`config.mk`:
```
export PLATFORM = sky130hd
export DESIGN_NAME = sw_fwd_permit
export DESIGN_NICKNAME = d
export VERILOG_FILES = /design/src/rtl/sw_fwd_pkg.sv /design/src/rtl/sw_fwd_route.sv /design/src/rtl/sw_fwd_judge.sv /design/src/rtl/sw_fwd_permit.sv
export SDC_FILE = /design/constraint.sdc
export NUM_CORES = 1
export LEC_CHECK = 0
export CORE_ASPECT_RATIO = 0.75
export CORE_UTILIZATION = 60
export CTS_CLUSTER_SIZE = 20
export DETAILED_ROUTE_END_ITERATION = 16
export DONT_BUFFER_PORTS = 1
export GPL_ROUTABILITY_DRIVEN = 0
export PLACE_DENSITY = 0.77
export SLEW_MARGIN = 20
export SYNTH_ARGS = -nofsm -noshare
export SYNTH_HDL_FRONTEND = slang
export SYNTH_HIERARCHICAL = 1
export SYNTH_SLANG_ARGS = --single-unit
```
`constraint.sdc`:
```
create_clock -name clk -period 2.1 [get_ports clk]
set_input_delay 0.105 -clock clk [delete_from_list [all_inputs] [get_ports clk]]
set_output_delay 0.105 -clock clk [all_outputs]
set_load 0.005 [all_outputs]
```
`src/rtl/sw_fwd_pkg.sv`:
```
// Shared encodings for the forwarding permission checker.
// Assumes port 0 is the upstream port of the partition.
package sw_fwd_pkg;
    typedef enum logic [1:0] {
        KIND_MEM = 2'd0,
        KIND_IO  = 2'd1,
        KIND_VGA = 2'd2,
        KIND_RSV = 2'd3
    } req_kind_t;

    typedef enum logic [1:0] {
        CODE_OK     = 2'd0,
        CODE_ENABLE = 2'd1,
        CODE_MASTER = 2'd2,
        CODE_ROUTE  = 2'd3
    } fault_code_t;
endpackage

```
`src/rtl/sw_fwd_route.sv`:
```
// Target resolution from address match bits.
// Upstream ingress: lowest matching downstream port, else no target.
// Downstream ingress: lowest other matching downstream port, then own port
// (loopback, reported on tgt bit 0), then the upstream port.
// Assumes in_port < NUM_PORTS.
module sw_fwd_route #(
    parameter int NUM_PORTS = 5,
    localparam int PORT_W = (NUM_PORTS > 1) ? $clog2(NUM_PORTS) : 1
) (
    input  logic [PORT_W-1:0]    in_port,
    input  logic [NUM_PORTS-1:0] in_match,
    output logic [NUM_PORTS-1:0] tgt,
    output logic                 tgt_hit,
    output logic                 is_loop
);
    logic [NUM_PORTS-1:0] self_bit;
    logic [NUM_PORTS-1:0] ds_mask;
    logic [NUM_PORTS-1:0] other;
    logic [NUM_PORTS-1:0] pick;

    // Build a per-port mask of downstream candidates (all except port 0).
    genvar g;
    generate
        for (g = 0; g < NUM_PORTS; g++) begin : g_mask
            assign ds_mask[g]  = (g != 0);
            assign self_bit[g] = (in_port == PORT_W'(g));
        end
    endgenerate

    assign other = in_match & ds_mask & ~self_bit;
    assign pick  = other & (~other + NUM_PORTS'(1));

    // Choose the target by the fixed preference order.
    always_comb begin
        tgt     = '0;
        tgt_hit = 1'b0;
        is_loop = 1'b0;
        if (other != '0) begin
            tgt     = pick;
            tgt_hit = 1'b1;
        end else if (in_port != '0) begin
            if ((in_match & self_bit) != '0) begin
                tgt     = NUM_PORTS'(1);
                tgt_hit = 1'b1;
                is_loop = 1'b1;
            end else if (in_match[0]) begin
                tgt     = NUM_PORTS'(1);
                tgt_hit = 1'b1;
            end
        end
    end
endmodule

```
`src/rtl/sw_fwd_judge.sv`:
```
// Permission checks and fault priority: enable, then master, then route.
// Assumes tgt is one-hot when tgt_hit is set; egress is zero on any fault.
module sw_fwd_judge
    import sw_fwd_pkg::*;
#(
    parameter int NUM_PORTS = 5,
    localparam int PORT_W = (NUM_PORTS > 1) ? $clog2(NUM_PORTS) : 1
) (
    input  logic [PORT_W-1:0]    in_port,
    input  logic [1:0]           in_kind,
    input  logic [NUM_PORTS-1:0] mem_en,
    input  logic [NUM_PORTS-1:0] io_en,
    input  logic [NUM_PORTS-1:0] bm_en,
    input  logic [NUM_PORTS-1:0] vga_en,
    input  logic [NUM_PORTS-1:0] upfwd_en,
    input  logic [NUM_PORTS-1:0] tgt,
    input  logic                 tgt_hit,
    input  logic                 is_loop,
    output logic [1:0]           code,
    output logic [NUM_PORTS-1:0] egress
);
    req_kind_t kind;
    logic      from_ds;
    logic      loop_blocked;
    logic      goes_up;
    logic      en_fail;
    logic      bm_fail;
    logic      rt_fail;

    assign kind    = req_kind_t'(in_kind);
    assign from_ds = (in_port != '0);

    // Classify each fault separately.
    always_comb begin
        loop_blocked = is_loop && !upfwd_en[in_port];
        goes_up      = tgt_hit && tgt[0] && !loop_blocked;
        unique case (kind)
            KIND_IO:  en_fail = !io_en[in_port];
            KIND_RSV: en_fail = 1'b0;
            default:  en_fail = !mem_en[in_port];
        endcase
        bm_fail = (kind != KIND_RSV) &&
                  ((from_ds && !bm_en[in_port]) || (goes_up && !bm_en[0]));
        rt_fail = (kind == KIND_RSV) || !tgt_hit || loop_blocked ||
                  ((kind == KIND_VGA) && from_ds && vga_en[in_port]);
    end

    // Reduce the faults to one code by priority.
    always_comb begin
        if (en_fail)      code = CODE_ENABLE;
        else if (bm_fail) code = CODE_MASTER;
        else if (rt_fail) code = CODE_ROUTE;
        else              code = CODE_OK;
        egress = (code == CODE_OK) ? tgt : '0;
    end
endmodule

```
`src/rtl/sw_fwd_permit.sv`:
```
// Top: one-stage registered verdict with valid/ready on both sides.
// Assumes in_port < NUM_PORTS and port 0 is upstream.
module sw_fwd_permit
    import sw_fwd_pkg::*;
#(
    parameter int NUM_PORTS = 5,
    localparam int PORT_W = (NUM_PORTS > 1) ? $clog2(NUM_PORTS) : 1
) (
    input  logic                 clk,
    input  logic                 rst_n,
    input  logic                 in_valid,
    output logic                 in_ready,
    input  logic [PORT_W-1:0]    in_port,
    input  logic [1:0]           in_kind,
    input  logic [NUM_PORTS-1:0] in_match,
    input  logic [NUM_PORTS-1:0] mem_en,
    input  logic [NUM_PORTS-1:0] io_en,
    input  logic [NUM_PORTS-1:0] bm_en,
    input  logic [NUM_PORTS-1:0] vga_en,
    input  logic [NUM_PORTS-1:0] upfwd_en,
    output logic                 out_valid,
    input  logic                 out_ready,
    output logic [NUM_PORTS-1:0] out_egress,
    output logic [1:0]           out_code
);
    logic [NUM_PORTS-1:0] tgt;
    logic                 tgt_hit;
    logic                 is_loop;
    logic [1:0]           nxt_code;
    logic [NUM_PORTS-1:0] nxt_egress;
    logic                 take;

    sw_fwd_route #(.NUM_PORTS(NUM_PORTS)) route_i (
        .in_port (in_port),
        .in_match(in_match),
        .tgt     (tgt),
        .tgt_hit (tgt_hit),
        .is_loop (is_loop)
    );

    sw_fwd_judge #(.NUM_PORTS(NUM_PORTS)) judge_i (
        .in_port (in_port),
        .in_kind (in_kind),
        .mem_en  (mem_en),
        .io_en   (io_en),
        .bm_en   (bm_en),
        .vga_en  (vga_en),
        .upfwd_en(upfwd_en),
        .tgt     (tgt),
        .tgt_hit (tgt_hit),
        .is_loop (is_loop),
        .code    (nxt_code),
        .egress  (nxt_egress)
    );

    assign in_ready = !out_valid || out_ready;
    assign take     = in_valid && in_ready;

    // Output register: load on accept, drop valid once consumed.
    always_ff @(posedge clk) begin
        if (!rst_n) begin
            out_valid  <= 1'b0;
            out_egress <= '0;
            out_code   <= CODE_OK;
        end else if (take) begin
            out_valid  <= 1'b1;
            out_egress <= nxt_egress;
            out_code   <= nxt_code;
        end else if (out_ready) begin
            out_valid  <= 1'b0;
        end
    end

    AST_EGRESS_ONEHOT: assert property (@(posedge clk) disable iff (!rst_n)
        out_valid |-> $onehot0(out_egress));
    AST_CODE_EGRESS_AGREE: assert property (@(posedge clk) disable iff (!rst_n)
        out_valid |-> ((out_code == CODE_OK) == (out_egress != '0)));
    AST_HOLD_STALLED: assert property (@(posedge clk) disable iff (!rst_n)
        (out_valid && !out_ready) |=> (out_valid && $stable(out_egress) && $stable(out_code)));
    AST_ACCEPT_NEXT: assert property (@(posedge clk) disable iff (!rst_n)
        take |=> out_valid);
    AST_IO_ENABLE_FIRST: assert property (@(posedge clk) disable iff (!rst_n)
        (take && in_kind == KIND_IO && !io_en[in_port]) |=> (out_code == CODE_ENABLE));
    AST_DS_MASTER: assert property (@(posedge clk) disable iff (!rst_n)
        (take && in_port != '0 && in_kind == KIND_MEM && mem_en[in_port] && !bm_en[in_port])
        |=> (out_code == CODE_MASTER));
endmodule

```
* Word-level counts from Yosys, hierarchy flattened
Cells that the tools add are included.
Cells by class: $add $sub $neg 1, multipliers 0, div/mod/pow operators 0, order comparisons 1, eq/ne operators 8, shift operators 0, multiplexer cells 28, bitwise gates (word level) 5, reductions and logical operators 28
Operators with widths (number):
- 2-to-1 mux 5 bit | 4
- bitwise AND 5 bit | 3
- binary-select mux 1 bit (select 3 bit) | 5
- 2-to-1 mux 1 bit | 15
- NOT 5 bit | 2
- nonzero test 5 bit | 2
- logical AND 1 bit | 9
- logical NOT 1 bit | 8
- equality test 3 x 2 -> 1 bit, second input constant | 2
- 2-to-1 mux 2 bit | 3
- adder 5 x 1 -> 5 bit, second input constant | 1
- logical OR 1 bit | 5
- equality test 2 bit, second input constant | 2
- less-than comparator 3 x 4 -> 1 bit, second input constant | 1
- equality test 3 x 1 -> 1 bit, second input constant | 1
- equality test 3 bit, second input constant | 1
- logical NOT 3 bit | 1
- nonzero test 3 bit | 1
- equality test 2 x 1 -> 1 bit, second input constant | 1
- logical NOT 2 bit | 1
- inequality test 2 bit, second input constant | 1
- one-hot mux 1 bit (2 select lines) | 1
- nonzero test 2 bit | 1
Word-level totals: flip-flop bits (word level) 8, latch bits 0, RAM bits 0, memory bits (read-only) 0, input bits 39, output and inout bits 9, logic and storage cells 74, memories kept 0

* Longest topological paths before layout
Gate-level depths: netlist (run 1).
depth in word-level cells 16, gate-level depth with buffers 10, gate-level depth less buffers 9

* Cells and area by module
The synthesis (run 1) kept the hierarchy.
Modules (own cells, without submodules):
- sw_fwd_judge | times used 1, cells each 51, area an instance 399.1 um2, sequential area each 0.0 um2
- sw_fwd_permit | times used 1, cells each 35, area an instance 332.8 um2, sequential area each 160.2 um2
- sw_fwd_route | times used 1, cells each 42, area an instance 311.5 um2, sequential area each 0.0 um2

* Worst setup path after synthesis (run 1)
No wires, ideal clock.
kind in2reg, start point input in_match[1], end point register out_code[0], library setup time 118 ps, data arrival time 1849 ps, data required time 1982 ps, slack 132 ps, cell stages on the path 10, buffers on the path 1, cell sequence buf_8 > or3b_1 > o32a_4 > a2111oi_2 > nand2b_1 > nor2_1 > o21ai_0 > a21o_1 > nand2_1 > mux2i_1
On the way: elaborated cells on any way between the ends 27, classes of those cells mux (12); bitwise (2); reduce/logical (13)
RTL lines:
- from (decl) | RTL line sw_fwd_permit.sv:15 | input logic [NUM_PORTS-1:0] in_match,
- bitwise AND 5 bit | RTL line sw_fwd_route.sv:42 | if ((in_match & self_bit) != '0) begin
- nonzero test 5 bit | RTL line sw_fwd_route.sv:42
- 2-to-1 mux 5 bit | RTL line sw_fwd_route.sv:42
- 2-to-1 mux 5 bit | RTL line sw_fwd_route.sv:41 | end else if (in_port != '0) begin
- 2-to-1 mux 5 bit * | RTL line sw_fwd_route.sv:38 | if (other != '0) begin
- via tgt[0] | RTL line sw_fwd_permit.sv:26 | logic [NUM_PORTS-1:0] tgt;
- logical AND 1 bit * (2 in series) | RTL line sw_fwd_judge.sv:36 | goes_up = tgt_hit && tgt[0] && !loop_blocked;
- logical AND 1 bit * | RTL line sw_fwd_judge.sv:43 | ((from_ds && !bm_en[in_port]) || (goes_up && !bm_en[0]));
- logical OR 1 bit * | RTL line sw_fwd_judge.sv:43
- logical AND 1 bit * | RTL line sw_fwd_judge.sv:42 | bm_fail = (kind != KIND_RSV) &&
- 2-to-1 mux 2 bit * | RTL line sw_fwd_judge.sv:51 | else if (bm_fail) code = CODE_MASTER;
- 2-to-1 mux 2 bit * | RTL line sw_fwd_judge.sv:50 | if (en_fail) code = CODE_ENABLE;
- via nxt_code[0] | RTL line sw_fwd_permit.sv:29 | logic [1:0] nxt_code;
- to (signal assigned) | RTL line sw_fwd_permit.sv:68 | out_code <= nxt_code;
- to (decl) | RTL line sw_fwd_permit.sv:24 | output logic [1:0] out_code
The timed path passes the listed nets; every way through them passes the cells marked *. A chain may end at the register's enable or synchronous reset.

* Worst setup path after layout (run 1)
start point input in_port[0], end point register out_code[0]
On the way: word-level cells in the longest chain between the ends 14, elaborated cells on any way between the ends 55, classes of those cells add/sub (1); eq/ne (4); mux (23); bitwise (5); reduce/logical (22)
RTL lines:
- from (decl) | RTL line sw_fwd_permit.sv:13 | input logic [PORT_W-1:0] in_port,
- logical NOT 3 bit | RTL line sw_fwd_route.sv:26 | assign self_bit[g] = (in_port == PORT_W'(g));
- NOT 5 bit | RTL line sw_fwd_route.sv:30 | assign other = in_match & ds_mask & ~self_bit;
- bitwise AND 5 bit | RTL line sw_fwd_route.sv:30
- NOT 5 bit | RTL line sw_fwd_route.sv:31 | assign pick = other & (~other + NUM_PORTS'(1));
- adder 5 x 1 -> 5 bit | RTL line sw_fwd_route.sv:31
- bitwise AND 5 bit | RTL line sw_fwd_route.sv:31
- 2-to-1 mux 5 bit * | RTL line sw_fwd_route.sv:38
- via tgt[0] | RTL line sw_fwd_permit.sv:26
- logical AND 1 bit * (2 in series) | RTL line sw_fwd_judge.sv:36
- logical AND 1 bit * | RTL line sw_fwd_judge.sv:43
- logical OR 1 bit * | RTL line sw_fwd_judge.sv:43
- logical AND 1 bit * | RTL line sw_fwd_judge.sv:42
- 2-to-1 mux 2 bit * | RTL line sw_fwd_judge.sv:51
- 2-to-1 mux 2 bit * | RTL line sw_fwd_judge.sv:50
- via nxt_code[0] | RTL line sw_fwd_permit.sv:29
The timed path passes the listed nets; every way through them passes the cells marked *. The select of a mux whose other input is x is not followed.

==> results of run 1 <==
layer usage:
metal / up-vias / wire (um)
li1: 460 / -
met1: 444 / 910
met2: 55 / 918
met3: 4 / 250
met4: 0 / 25
met5: - / 0
flip-flops by register name, indices dropped and copies added, names as in the netlist:
name and cells:
out_valid 1, out_code 2, out_egress 5
final cells by class:
| class | instances | area share [%] |
|---|---|---|
| multi-input cells | 100 | 73.94 |
| well taps | 21 | 2.533 |
| clock buffers | 3 | 2.171 |
| inverters | 11 | 3.981 |
| repair buffers | 2 | 1.930 |
| flip-flops and latches | 8 | 15.44 |
per-stage QoR:
| stage | setup WS (ns) | hold slack [ns] | cell area (um^2) |
|---|---|---|---|
| 2_1_floorplan | 0.1322 | 0.2438 | 1044 |
| 3_3_place_gp | 0.1329 | 0.2469 | 994.7 |
| 3_5_place_dp | 0.1225 | 0.2599 | 994.7 |
| 4_1_cts | 0.3776 | 0.0006594 | 1027 |
| 5_1_grt | 0.2159 | 0.004071 | 1037 |
| 6_report | 0.3738 | 0.003466 | 1037 |
cell usage after synthesis, types with 2 or more instances:
master     n
mux2i_1    7
o21ai_0    6
nor2b_1    2
a21oi_1    8
or3b_2     2
o21a_1     2
or3_1      2
a21boi_0   2
nand2b_1   5
dfxtp_1    8
a21o_1     2
nand2_1   17
buf_6      3
a221o_1    2
nor2_1     4
a31oi_1    2
buf_2      3
mux2_2     6
nor3_1     2
inv_1     11
nor3_2     4
nand3_1    2
power breakdown:
group	internal, W	leakage, nW	switching [W]	total [W]
Combinational	0.0000694	0.316	0.0000595	0.000129
Clock	0.0000651	0.0138	0.0000484	0.000114
Sequential	0.000158	0.0651	0.00000471	0.000163
Total	0.000292	0.395	0.000113	0.000405
worst paths after layout:
kind	start	end	slack (ns)	cells after the start
max	in_port[0]	out_code[0]	0.37	9
min	in_valid	out_valid	0.003	2
max reg2reg	out_valid	out_egress[2]	1.19	3
min reg2reg	out_egress[3]	out_egress[3]	0.48	2
cells by family after synthesis:
| family | share of synthesized area, % |
|---|---|
| AOI/OAI and AO/OA | 24.70 |
| buffers and inverters | 11.15 |
| DFF | 15.35 |
| muxes | 17.86 |
| and+or+nand+nor | 30.94 |
repair_timing:
item	4_1_cts	5_1_grt
endpoints found under the hold margin	2	2
hold buffers	1	1
resized for setup	0	0
==> results.yml, run 1 <==
logic_synthesis:
  synth.top_cell.area_share_pct: 15.35
  syn-num-nets: 167
  synth_seq_area_share_pct: 15.35
  async_reset_ff_share_pct: 0
  synth_area_leaders: "dfxtp_1, mux2i_1, mux2_2"
  ys.flop_type: "dfxtp_1"
  syn_avg_cell_area_um2: 8.152
  yosysWarnings: 6
  synth_edf_count: 0
  yosysTopAreaCell: "dfxtp_1"
  ys_ff_latch: 8
  synth_cells: 128
  syn-cell-area_um2: 1044
  ys_types: 48
detailed_routing:
  routedWlPerCell_um: 14.51
  wirelength_mm: 2.104
  drtAntennaViolNets: 0
  via_per_inst: 6.641
  drc_errors: 0
  initialDrtViolationCount: 20
  drtPass1Iterations: 4
  via_count: 963
global_routing:
  grt_pass1_vias: 804
  busiest_layer: "met2"
  grt.met2_usage_pct: 36.00
  met3_usage_pct: 10.71
  grt-ovfl-total: 0
  grtUsageMet1_pct: 28.50
  track_usage_pct: 22.66
  grt_pass1_wl_mm: 3.291
  grt_start_max_net_pins: 23
  antenna_found_initial: 0
setup_path:
  required_ns: 2.24
  endpoint_kind: "register"
  path_class: "in2reg"
  path_cells: "or3b_1 > o32a_4 > a2111oi_2 > nand2b_1 > nor2_1 > o21ai_0 > a21o_1 > nand2_1 > mux2i_1"
  slowest_stage: "or3b_1"
  arrival_ns: 1.86
  start_kind: "input port"
  cp_num_buf_inv: 0
  crit_family: "compound AO/OA/AOI/OAI gates"
  slowest_delay_ns: 0.39
  cp_max_fo: 21
cells_and_area:
  layout-drive-gt1-share_pct: 20.97
  areaGrowthSynthToFinish_pct: -0.6000
  seqCellArea_um2: 160.2
  diodes: 0
  final_common_cell: "nand2_1"
  final_nets: 165
  n_fill_cell: 130
  stdcell_count: 145
  multi_input_area_um2: 767.0
  utilization_pct: 67.07
  layout_common_cells: "nand2_1, inv_1, a21oi_1, dfxtp_1, mux2i_1"
placement:
  dp_cells: 140
  port_buffers: 0
  dp_hpwl_mm: 1.560
floorplan:
  row_count: 12
  core_area_um2: 1546
  start_util_pct: 67.48
  dieArea_um2: 1912
  fp.dieW_um: 50.16
  io_pins: 48
  die_h_um: 38.12
clock_tree:
  cts_inserted_buffers: 3
  cts_root_buf: "clkbuf_4"
  cts.sinks: 8
  cts_setup_buffers: 0
  clk_path_buf_depth: 2
  cts.clk_slew.worst_paths_ns: 0.05
  cts_tree: "done"
  htreeDepth: 1
  clk_latency_ns: 0.25
timing:
  fin_crit_sh_pct: 82.20
  slew_headroom_pct: 70.90
  slew_viol_final: 0
  setup_viol: 0
  rsz0062_at_grt: "no"
  skew_ns: 0.002409
  period_needed_ns: 1.726
  fin_tns_setup_ns: 0
  fmax_mhz: 579.3
  worst_pin_slew_ns: 0.4365
  hold_viol_final: 0
power:
  power_density_nw_per_um2: 390.5
  ir_drop_mv: 0.4384
  power_w: 0.0004050
  p_leak_nw: 0.3953
status:
  run_status: "completed"
min_path:
  hold_path.class: "in2reg"
run:
  maxCapViolCount: 0
No activity file was read; power rests on OpenSTA's default activity.
==> run 2, diff against run 1 <==
- ABC_AREA: default -> 1
- CORE_ASPECT_RATIO: 0.75 -> default
- clock period: 2.1 -> 1.6 ns (I/O delays scaled with it)
==> run 2 against run 1 <==
Sequential power is 38% higher. Area after synthesis is 3.7% lower. First-iteration DRC count is 10% lower. Critical path depth is 8 higher. Synthesized cell count is 38% higher. Sequential share of layout area is 0.64 points lower. Clock skew hardly changed. Cell count is 37% higher. Clock power is 32% higher. Global-route usage is 0.90 points higher. Die area is 3.6% lower. Critical endpoint is now out_egress[3]. Highest routed layer unchanged.
==> results.yml, run 2 <==
status:
  run_status: "completed"
detailed_routing:
  via_per_inst: 5.317
  wirelength_mm: 2.119
  initialDrtViolationCount: 18
  drtAntennaViolNets: 0
  routedWlPerCell_um: 10.65
  drc_errors: 0
  via_count: 1058
  drtPass1Iterations: 4
global_routing:
  antenna_found_initial: 0
  grt_start_max_net_pins: 18
  track_usage_pct: 23.56
  grt_pass1_wl_mm: 3.415
  grt-ovfl-total: 0
  grt_pass1_vias: 848
logic_synthesis:
  yosysMostFrequentCell: "nand2_1"
  synth_seq_area_share_pct: 15.94
  synth_cells: 176
  ys_ff_latch: 8
  syn-num-nets: 215
  yosys-top-cells-count: "nand2_1, inv_1, nand3_1"
  syn_avg_cell_area_um2: 5.709
  async_reset_ff_share_pct: 0
  synth_area_leaders: "nand2_1, dfxtp_1, inv_1"
  yosysTopAreaCell: "nand2_1"
  ys.flop_type: "dfxtp_1"
  syn-cell-area_um2: 1005
  yosysWarnings: 6
  synth_edf_count: 0
  synth.top_cell.area_share_pct: 17.93
  ys_types: 27
cells_and_area:
  n_fill_cell: 139
  largest_register_ffs: 5
  final_common_cell: "nand2_1"
  diodes: 0
  top_register: "out_egress"
  final_nets: 224
  reg_top3: "out_egress: 5 flops, out_code: 2 flops, out_valid: 1 flops"
  layout_common_cells: "nand2_1, inv_1, nand3_1"
  fin_area_um2: 1082
  areaGrowthSynthToFinish_pct: 7.721
  layout-drive-gt1-share_pct: 20.77
clock_tree:
  cts.sinks: 8
  cts_inserted_buffers: 3
  clk_path_buf_depth: 2
  htreeDepth: 1
  cts_setup_buffers: 0
  cts.clk_slew.worst_paths_ns: 0.05
  clk_latency_ns: 0.25
  cts_tree: "done"
  cts_root_buf: "clkbuf_4"
timing:
  hold_viol_final: 0
  setup_viol: 0
  slew_headroom_pct: 68.19
  period_needed_ns: 1.460
  rsz0062_at_grt: "yes"
  fmax_mhz: 684.7
  fin_crit_sh_pct: 91.28
  skew_ns: 0.002508
  slew_viol_final: 0
  worst_pin_slew_ns: 0.4722
power:
  power_w: 0.0005765
  ir_drop_mv: 0.5117
  p_leak_nw: 0.5573
  power_density_nw_per_um2: 532.7
placement:
  port_buffers: 0
  postPlaceCellArea_um2: 1027
  dp_hpwl_mm: 1.564
min_path:
  hold_path.class: "in2reg"
  hold_depth: 2
setup_path:
  path_cells: "nor2_1 > nand2_1 > nand2_1 > nand2_1 > nor2_4 > nand2_2 > nor2_1 > inv_1 > a31oi_1 > nand2_2 > a21oi_4 > nand3_4 > nor2_2 > inv_1 > nand3_1 > nand2_1 > nor2_1"
  crit_top_cell: "nand2_1"
  endpoint_kind: "register"
  crit_family: "simple AND/OR/NAND/NOR gates"
  cp_max_fo: 9
  cp_num_buf_inv: 2
  start_kind: "input port"
  path_class: "in2reg"
  required_ns: 1.79
  slowest_stage: "a31oi_1"
  r2r_cells: 3
  slowest_delay_ns: 0.17
  arrival_ns: 1.65
  cp.depth: 17
floorplan:
  core_area_um2: 1541
  die_h_um: 42.92
  dieArea_um2: 1842
  io_pins: 48
  fp.dieW_um: 42.92
  row_count: 14
  start_util_pct: 65.18
run:
  maxCapViolCount: 0
run 2: worst paths after layout:
check | start | to | slack [ns]
hold / removal | in_valid | out_code[1] | 0.005
setup / recovery | in_port[2] | out_egress[3] | 0.14
hold reg to reg | out_egress[2] | out_egress[2] | 0.51
setup reg to reg | out_valid | out_egress[0] | 0.73
run 2: metrics by stage:
stage / TNS, ns / setup slack (ns) / instances / hold WS [ns] / util [%]
after CTS: 0 / 0.1045 / 199 / 0.001989 / 69.40
final: 0 / 0.1395 / 199 / 0.004959 / 70.21
after detailed placement: -0.6996 / -0.1546 / 194 / 0.2066 / 66.64
after global placement: -0.4537 / -0.09340 / 194 / 0.2072 / 66.64
after floorplan: 0 / 0.002399 / 176 / 0.2661 / -
after global routing: -0.04054 / -0.02828 / 199 / 0.008132 / 70.21
run 2: layer usage:
metal	share of wire, %	global-route usage, %	routed length, um	vias to the layer above
met5	0	0	0	-
met4	1.7	5.625	37	0
met3	8.4	7.234	179	8
met2	46	38.79	976	42
met1	44	29.72	926	446
li1	-	-	-	562
run 2: worst reg2reg max path: cells and delay by family, from the launching register on:
kind	cells	cell delay (ns)
compound gates	1	0.17
simple gates	2	0.21
flops	1	0.38
run 2: what timing repair did:
action,4_1_cts,5_1_grt
gates resized for setup,0,2
endpoints found under the hold margin,8,0
setup endpoints to repair,0,6
hold buffers,2,0
run 2: cell families after synthesis:
group	count (synthesis)	share of synthesized area, %
compound gates	19	11.58
simple gates	112	55.04
flops	8	15.94
buf+inv	37	17.43
run 2: power by group:
group,total [W],internal (W),switching (W)
clock,0.000150,0.0000855,0.0000645
combinational,0.000202,0.0000865,0.000115
sequential,0.000225,0.000214,0.0000108
run 2: area by class of cell:
class,instances,area (um^2),share of cell area [%]
Inverter,32,125.1,11.56
Clock buffer,3,22.52,2.081
Timing Repair Buffer,9,72.57,6.705
Tap cell,16,20.02,1.850
Multi-Input combinational cell,131,681.9,63.01
Sequential cell,8,160.2,14.80
